===== config.mk =====
export PLATFORM = sky130hd
export DESIGN_NAME = fixwin_bank_ctrl
export DESIGN_NICKNAME = d
export VERILOG_FILES = /design/src/rtl/fixwin_pkg.sv /design/src/rtl/fixwin_decode.sv /design/src/rtl/fixwin_regs.sv /design/src/rtl/fixwin_irq_timer.sv /design/src/rtl/fixwin_bank_map.sv /design/src/rtl/fixwin_bank_ctrl.sv
export SDC_FILE = /design/constraint.sdc
export NUM_CORES = 1
export LEC_CHECK = 0
export BUFFER_PORTS_ARGS = -buffer_cell sky130_fd_sc_hd__buf_2
export CORE_MARGIN = 5
export CORE_UTILIZATION = 50
export DETAILED_ROUTE_END_ITERATION = 6
export PLACE_DENSITY = 0.82
export SYNTH_ARGS = -nofsm -noshare
export SYNTH_HDL_FRONTEND = slang
export SYNTH_SLANG_ARGS = --single-unit

===== constraint.sdc =====
create_clock -name clk -period 2.7 [get_ports clk]
set_input_delay 0.135 -clock clk [delete_from_list [all_inputs] [get_ports clk]]
set_output_delay 0.135 -clock clk [all_outputs]
set_load 0.005 [all_outputs]

===== src/rtl/fixwin_pkg.sv =====
package fixwin_pkg;

    localparam int BANK_W  = 4;
    localparam int SEL_W   = 3;
    localparam int OUTER_W = 8;
    localparam int CHR_W   = OUTER_W - 1;
    localparam int NUM_ROM_WIN = 4;

    localparam int OB_MIRROR = 0;
    localparam int OB_BIG    = 3;
    localparam int OB_WIDE   = 4;

    typedef logic [BANK_W-1:0]  bank_t;
    typedef logic [SEL_W-1:0]   sel_t;
    typedef logic [OUTER_W-1:0] outer_t;

    typedef enum logic [1:0] {
        RGN_ACK   = 2'b00,
        RGN_ARM   = 2'b01,
        RGN_OUTER = 2'b10,
        RGN_SEL   = 2'b11
    } region_e;

    typedef enum logic [1:0] {
        MAP_8K,
        MAP_16K,
        MAP_32K
    } map_mode_e;

    typedef struct packed {
        logic   ack;
        logic   arm;
        logic   outer_ld;
        logic   sel_ld;
        outer_t outer_val;
        sel_t   sel_val;
    } wr_cmd_t;

    typedef struct packed {
        bank_t w6;
        bank_t w8;
        bank_t wa;
        bank_t wc;
        bank_t we;
    } win_map_t;

    localparam bank_t LOW_WIN_BANK = bank_t'(6);

    function automatic map_mode_e mode_of(input outer_t o);
        if (!o[OB_BIG])
            return MAP_8K;
        else if (o[OB_WIDE])
            return MAP_32K;
        else
            return MAP_16K;
    endfunction

    function automatic bank_t pinned_bank(input int idx);
        case (idx)
            0:       return bank_t'(4);
            1:       return bank_t'(5);
            default: return bank_t'(7);
        endcase
    endfunction

endpackage


===== src/rtl/fixwin_decode.sv =====
module fixwin_decode
    import fixwin_pkg::*;
#(
    parameter bit HAS_OUTER = 1'b1
) (
    input  logic [15:0] cpu_addr,
    input  logic [7:0]  cpu_data,
    input  logic        cpu_wr,
    output wr_cmd_t     cmd
);

    logic    hit;
    region_e rgn;
    logic    outer_hit;
    logic    unused_bits;

    assign hit = cpu_wr && cpu_addr[15];
    assign rgn = region_e'(cpu_addr[14:13]);
    assign unused_bits = ^{cpu_addr[12:8], cpu_data[7:SEL_W]};

    generate
        if (HAS_OUTER) begin : g_outer
            assign outer_hit = hit && (rgn == RGN_OUTER);
        end else begin : g_plain
            assign outer_hit = 1'b0;
        end
    endgenerate

    always_comb begin
        cmd           = '0;
        cmd.ack       = hit && (rgn == RGN_ACK);
        cmd.arm       = hit && (rgn == RGN_ARM);
        cmd.sel_ld    = hit && (rgn == RGN_SEL);
        cmd.outer_ld  = outer_hit;
        cmd.outer_val = cpu_addr[OUTER_W-1:0];
        cmd.sel_val   = cpu_data[SEL_W-1:0];
    end

endmodule


===== src/rtl/fixwin_regs.sv =====
module fixwin_regs
    import fixwin_pkg::*;
(
    input  logic    clk,
    input  logic    rst,
    input  logic    por,
    input  wr_cmd_t cmd,
    output outer_t  outer_q,
    output sel_t    sel_q
);

    always_ff @(posedge clk) begin
        if (por || rst)
            outer_q <= '0;
        else if (cmd.outer_ld)
            outer_q <= cmd.outer_val;
    end

    always_ff @(posedge clk) begin
        if (por)
            sel_q <= '0;
        else if (cmd.sel_ld)
            sel_q <= cmd.sel_val;
    end

endmodule


===== src/rtl/fixwin_irq_timer.sv =====
module fixwin_irq_timer
    import fixwin_pkg::*;
#(
    parameter int IRQ_CYCLES = 4096
) (
    input  logic    clk,
    input  logic    por,
    input  wr_cmd_t cmd,
    output logic    irq
);

    localparam int CNT_W = (IRQ_CYCLES > 2) ? $clog2(IRQ_CYCLES) : 1;
    localparam logic [CNT_W-1:0] LAST = CNT_W'(IRQ_CYCLES - 1);

    logic             armed_q;
    logic [CNT_W-1:0] cnt_q;
    logic             irq_q;

    always_ff @(posedge clk) begin
        if (por || cmd.ack) begin
            armed_q <= 1'b0;
            cnt_q   <= '0;
            irq_q   <= 1'b0;
        end else begin
            if (cmd.arm)
                armed_q <= 1'b1;
            if (armed_q && !irq_q) begin
                if (cnt_q == LAST)
                    irq_q <= 1'b1;
                else
                    cnt_q <= cnt_q + 1'b1;
            end
        end
    end

    assign irq = irq_q;

endmodule


===== src/rtl/fixwin_bank_map.sv =====
module fixwin_bank_map
    import fixwin_pkg::*;
(
    input  outer_t   outer,
    input  sel_t     sel,
    output win_map_t map
);

    map_mode_e                          mode;
    logic [NUM_ROM_WIN-1:0][BANK_W-1:0] rom;
    logic                               unused_bits;

    assign mode        = mode_of(outer);
    assign unused_bits = ^{outer[7], outer[2:0]};

    generate
        for (genvar i = 0; i < NUM_ROM_WIN; i++) begin : g_win
            localparam logic [1:0] IDX = 2'(i);
            bank_t b;
            always_comb begin
                case (mode)
                    MAP_32K: b = {1'b1, outer[6], IDX};
                    MAP_16K: b = {1'b1, outer[6], outer[5], IDX[0]};
                    default: begin
                        if (i == 2)
                            b = bank_t'(sel);
                        else
                            b = pinned_bank(i);
                    end
                endcase
            end
            assign rom[i] = b;
        end
    endgenerate

    always_comb begin
        map.w6 = LOW_WIN_BANK;
        map.w8 = rom[0];
        map.wa = rom[1];
        map.wc = rom[2];
        map.we = rom[3];
    end

endmodule


===== src/rtl/fixwin_bank_ctrl.sv =====
module fixwin_bank_ctrl
    import fixwin_pkg::*;
#(
    parameter bit HAS_OUTER  = 1'b1,
    parameter int IRQ_CYCLES = 4096
) (
    input  logic        clk,
    input  logic        rst,
    input  logic        por,
    input  logic [15:0] cpu_addr,
    input  logic [7:0]  cpu_data,
    input  logic        cpu_wr,
    output logic [3:0]  prg_w6,
    output logic [3:0]  prg_w8,
    output logic [3:0]  prg_wa,
    output logic [3:0]  prg_wc,
    output logic [3:0]  prg_we,
    output logic [6:0]  chr_bank,
    output logic        mirror_horiz,
    output logic        irq
);

    wr_cmd_t  cmd;
    outer_t   outer_q;
    sel_t     sel_q;
    win_map_t map;

    fixwin_decode #(.HAS_OUTER(HAS_OUTER)) u_dec (
        .cpu_addr (cpu_addr),
        .cpu_data (cpu_data),
        .cpu_wr   (cpu_wr),
        .cmd      (cmd)
    );

    fixwin_regs u_regs (
        .clk     (clk),
        .rst     (rst),
        .por     (por),
        .cmd     (cmd),
        .outer_q (outer_q),
        .sel_q   (sel_q)
    );

    fixwin_irq_timer #(.IRQ_CYCLES(IRQ_CYCLES)) u_tmr (
        .clk (clk),
        .por (por),
        .cmd (cmd),
        .irq (irq)
    );

    fixwin_bank_map u_map (
        .outer (outer_q),
        .sel   (sel_q),
        .map   (map)
    );

    assign prg_w6       = map.w6;
    assign prg_w8       = map.w8;
    assign prg_wa       = map.wa;
    assign prg_wc       = map.wc;
    assign prg_we       = map.we;
    assign chr_bank     = outer_q[OUTER_W-1:1];
    assign mirror_horiz = outer_q[OB_MIRROR];

endmodule


# [After elaboration in Yosys (flattened, before gate mapping)]
# Cells that the tools add are included.
[word_totals] reg_bits=25
[classes] add_sub_neg=1 n_eq_ne=6 n_mux=6 n_bitwise=1 reduce_logical=12
[ops] op="case mux 4 bit (2 select lines)" n=4
[ops] op="adder 12 x 1 -> 12 bit, second input constant" n=1
[ops] op="equality test 12 bit, second input constant" n=1
[ops] op="equality test 2 bit, second input constant" n=3
[ops] op="logical AND 1 bit" n=6
[ops] op="equality test 2 x 1 -> 1 bit, second input constant" n=2
[ops] op="2-to-1 mux 2 bit" n=2
[ops] op="AND reduction 2 bit" n=2
[ops] op="logical NOT 2 bit" n=1
[ops] op="logical OR 1 bit" n=2
[ops] op="logical NOT 1 bit" n=1
[ops] op="NOT 1 bit" n=1

# [Depth between registers and ports, before layout]
[depth] word_depth=4 depth_mapped=6

# [By module]
# A second synthesis with hierarchy kept.
[hier_totals] cells_unflattened=157 hier_area_um2=1390.1
[modules_own_cells] mod="fixwin_irq_timer" n_inst=1 cells_per_inst=81 area_each_um2=695.7
[modules_own_cells] mod="fixwin_regs" n_inst=1 cells_per_inst=36 area_each_um2=394.1
[modules_own_cells] mod="fixwin_bank_map" n_inst=1 cells_per_inst=24 area_each_um2=165.2
[modules_own_cells] mod="fixwin_decode" n_inst=1 cells_per_inst=16 area_each_um2=135.1

# [Worst setup path after synthesis]
# Ideal clock, no wire load.
[synth_timing] kind="flip-flop to flip-flop" startpoint="register u_tmr.cnt_q[0]" endpoint="register u_tmr.cnt_q[8]" setup_ps=127 t_arrival_ps=1285 required_ps=2573 path_slack_ps=1288 stages_incl_launch_ff=7 path_buffers=1 synth_period_minus_slack_ps=1412 cell_sequence="dfxtp_1 -> ha_1 -> and3b_2 -> clkbuf_1 -> nand4_1 -> a311oi_1 -> a211oi_1"
[synth_via] elab_chain_cells=3
[synth_lines] element="start, declared" line_no="fixwin_irq_timer.sv:16" source="logic [CNT_W-1:0] cnt_q;"
[synth_lines] element="start signal, assigned" line_no="fixwin_irq_timer.sv:31" source="cnt_q <= cnt_q + 1'b1;"
[synth_lines] element="branches (longest 3 deep; another with adder 12 x 1 -> 12 bit)"
# Several ways; the timed one is not identified.
# A chain may end at the register's enable or synchronous reset.

# [Worst setup path after layout]
[layout_timing] startpoint="register u_regs.outer_q[3]" endpoint="output prg_wc[1]"
[layout_via] elab_chain_cells=3
[layout_lines] element="start, declared" line_no="fixwin_regs.sv:8" source="output outer_t outer_q,"
[layout_lines] element="start signal, assigned" line_no="fixwin_regs.sv:16" source="outer_q <= cmd.outer_val;"
[layout_lines] element="2-to-1 mux 2 bit *" line_no="fixwin_pkg.sv:50" source="if (!o[OB_BIG])"
[layout_lines] element="equality test 2 x 1 -> 1 bit or equality test 2 bit (tied branches)" line_no="fixwin_bank_map.sv:21" source="case (mode)"
[layout_lines] element="case mux 4 bit (2 select lines) *" line_no="fixwin_bank_map.sv:21"
[layout_lines] element="end, declared" line_no="fixwin_bank_ctrl.sv:16" source="output logic [3:0] prg_wc,"
# Every way passes the cells marked *; elsewhere a longest branch is shown, timed or not.

==> flow_summary.toml <==
[outcome]
status = "finished clean"

[final_layout]
fillers = 216
finish.instance_area_um2 = 1460
drive_gt1_share_pct = 30.4
multi_input_area_um2 = 661
register_area_um2 = 500
area_growth_pct = 14.3
final_nets = 214
diodes = 0

[global_route]
use_met3_pct = 5.32
grt_util_met2_pct = 27.6
grt_busiest_layer = "met2"
grt_pass1_wl_mm = 4.13
grt_overflow = 0
grt_pass1_vias = 1001
antenna_found_initial = 0
grtUsageMet1_pct = 15.8
grt_max_degree = 16
grt.total_usage_pct = 14.5

[min_path]
hp-class = "input port to flip-flop"
hold_path_end = "u_regs.outer_q[6]"
hold_depth = 3
hp-start = "cpu_addr[6]"

[sta]
max_freq_mhz = 584
rsz0062_at_grt = "false"
min_period_over_period_pct = 63.4
finalHoldViolations = 0
finalClockSkew_ns = 0.00428
fin_setup_tns_ns = 0
setup_viol = 0
report.final.slew_viol_count = 0
period_needed_ns = 1.71

[power_and_ir_drop]
total_power_w = 0.000587
cellPowerDensity_nw_per_um2 = 403
p_sw_w = 0.000137
p_comb_share_pct = 7.7
switching_share_pct = 23.3
ir_worst_vdd_v = 0.000357
p_clk_share_pct = 28.2
p_int_w = 0.000450
p_seq_share_pct = 64.0
p_leak_nw = 0.617

[setup_path]
crit_chain = "or3b_2, o21a_1, buf_2"
worstPathRequired_ns = 2.57
crit_cells = 3
r2r_setup_slack_ns = 1.14
crit_arrival_ns = 1.58
cp_num_buf_inv = 1
reg2reg_depth = 5
crit_fanout = 12
critPathKind = "flip-flop to output pin"
reg2reg_from = "u_tmr.cnt_q[0]"
worstReg2RegEnd = "u_tmr.cnt_q[7]"
slowest_stage = "dfxtp_1"
crit_family = "flip-flops"
critPathMaxStageDelay_ns = 0.52
critPathCaptureType = "output pin"
worstSetupStartpointType = "flip-flop"

[floorplan]
core-area_um2 = 2450
die_x_um = 60.5
fp.dieH_um = 60.5
fp-row-count = 18
io_pins = 57
dieArea_um2 = 3660
start_util_pct = 51.9

[placed_design]
place_area_um2 = 1420
dp_hpwl_mm = 2.03
place.gp.congestion = 0.805
numPortBuffers = 39

[clock_network]
cts_max_path_buffers = 2
cts_buffers = 3
cts_sinks = 25
cts_resized = 0
ctsHtreeMaxLevel = 1
post_cts_buffers = 0
cts_root_buf = "clkbuf_4"
clk_pin_slew_ns = 0.13
cts_hold_buf = 1
worst_skew_pair.late_latency_ns = 0.32
tritoncts = "done"

[yosys]
ys_warn_count = 0
ys.flop_type = "dfxtp_1"
ys_types = 45
ys_seq_area_share_pct = 39.3
avgSynthCellArea_um2 = 8.44
synth-edff-count = 0
synthCells = 151
async_reset_ff_share_pct = 0
syn_area_um2 = 1270
ys_seq_elements = 25

[flow_run]
maxCapViolations = 0

[route]
vias = 1112
wl_mm = 2.59
via_per_inst = 5.20
dr.first_iter.drc_count = 54
drc_errors = 0
ant_nets = 0
wl_per_cell_um = 12.1
first_pass_iters = 4
[registers in the layout, summed over array words and instances (netlist names)]
| register | count |
|---|---|
| u_regs.outer_q | 8 |
| u_regs.sel_q | 3 |
| u_tmr.armed_q | 1 |
| u_tmr.cnt_q | 12 |
| u_tmr.irq | 1 |
[metrics by stage]
step,setup WS [ns],std cells,utilization (%),hold slack [ns]
global placement,1.16,209,57.7,0.354
CTS,0.973,214,59.3,0.0223
detailed placement,1.15,209,57.7,0.354
finish,0.988,214,59.3,0.0338
floorplan,1.29,156,-,0.207
global route,0.901,214,59.3,0.0356
[cells in the final DEF (no fill, tap or decap), types with 2 or more instances in the layout]
master / Yosys / routed
nor3_1: 4 / 4
conb_1: 2 / 7
nand2b_1: 2 / 2
or3_1: 3 / 3
a211oi_1: 2 / 2
mux2i_1: 3 / 3
buf_2: 0 / 39
nand4_1: 4 / 4
inv_1: 4 / 4
nand2_1: 23 / 23
clkbuf_4: 0 / 3
o31ai_1: 3 / 3
nor2_1: 13 / 13
o21ai_0: 3 / 3
dfxtp_1: 25 / 25
nand3_1: 3 / 3
a21oi_1: 12 / 12
and2_1: 2 / 2
[kinds of logic (layout without fill, tap and decap cells)]
kind of cell | count (synthesis) | in the layout | synth area share [%]
fa+ha+maj | 1 | 1 | 0.982
compound gates | 31 | 31 | 16.8
mux | 4 | 4 | 3.24
buf+inv | 21 | 49 | 10.3
flops | 25 | 25 | 39.3
simple gates | 66 | 66 | 28.1
xor+xnor | 1 | 1 | 0.688
other cells | 2 | 7 | 0.590
[layout make-up]
cell class	count	area share (%)
Inverter	4	1.03
Clock buffer	3	1.55
Timing Repair Buffer	41	14.6
Multi-Input combinational cell	110	45.4
Sequential cell	25	34.4
Clock inverter	1	0.515
Tap cell	30	2.58
[layer usage]
| layer | part of all wire [%] | vias up |
|---|---|---|
| met5 | 0 | - |
| met4 | 0.58 | 0 |
| met1 | 41 | 488 |
| met3 | 11 | 2 |
| met2 | 47 | 40 |
| li1 | - | 582 |
[worst max path at each step]
stage	start	endpoint	slack, ns
4_1_cts	u_regs.outer_q[3]	prg_wc[1]	0.97
5_1_grt	u_regs.outer_q[3]	prg_wc[1]	0.90
3_5_place_dp	u_tmr.cnt_q[0]	u_tmr.cnt_q[7]	1.15
3_3_place_gp	u_tmr.cnt_q[0]	u_tmr.cnt_q[7]	1.16
2_1_floorplan	u_tmr.cnt_q[0]	u_tmr.cnt_q[8]	1.29
6_report	u_regs.outer_q[3]	prg_wc[1]	0.99
[synth_stat cells (2+ instances only)]
cell type / instances / area, um^2
a211oi_1: 2 / 15.0
a21oi_1: 12 / 60.1
and2_1: 2 / 12.5
buf_4: 14 / 105
clkbuf_1: 2 / 7.51
conb_1: 2 / 7.51
dfxtp_1: 25 / 500
inv_1: 4 / 15.0
mux2i_1: 3 / 30.0
nand2_1: 23 / 86.3
nand2b_1: 2 / 12.5
nand3_1: 3 / 15.0
nand4_1: 4 / 25.0
nor2_1: 13 / 48.8
nor3_1: 4 / 20.0
o21ai_0: 3 / 15.0
o31ai_1: 3 / 22.5
or3_1: 3 / 18.8
[power groups by stage]
| stage | sequential [W] | combinational, W | clock (W) |
|---|---|---|---|
| 2_1_floorplan | 0.000384 | 0.0000308 | 0 |
| 5_1_grt | 0.000377 | 0.0000511 | 0.000188 |
| 3_3_place_gp | 0.000384 | 0.0000432 | 0 |
| 6_report | 0.000376 | 0.0000454 | 0.000166 |
| 3_5_place_dp | 0.000384 | 0.0000442 | 0 |
| 4_1_cts | 0.000376 | 0.0000454 | 0.000174 |
[worst min-delay path, cell delays in order]
cell,delay (ns)
buf_2,0.09
nand2_1,0.04
a21oi_1,0.05
(Power assumes the default switching activity.)
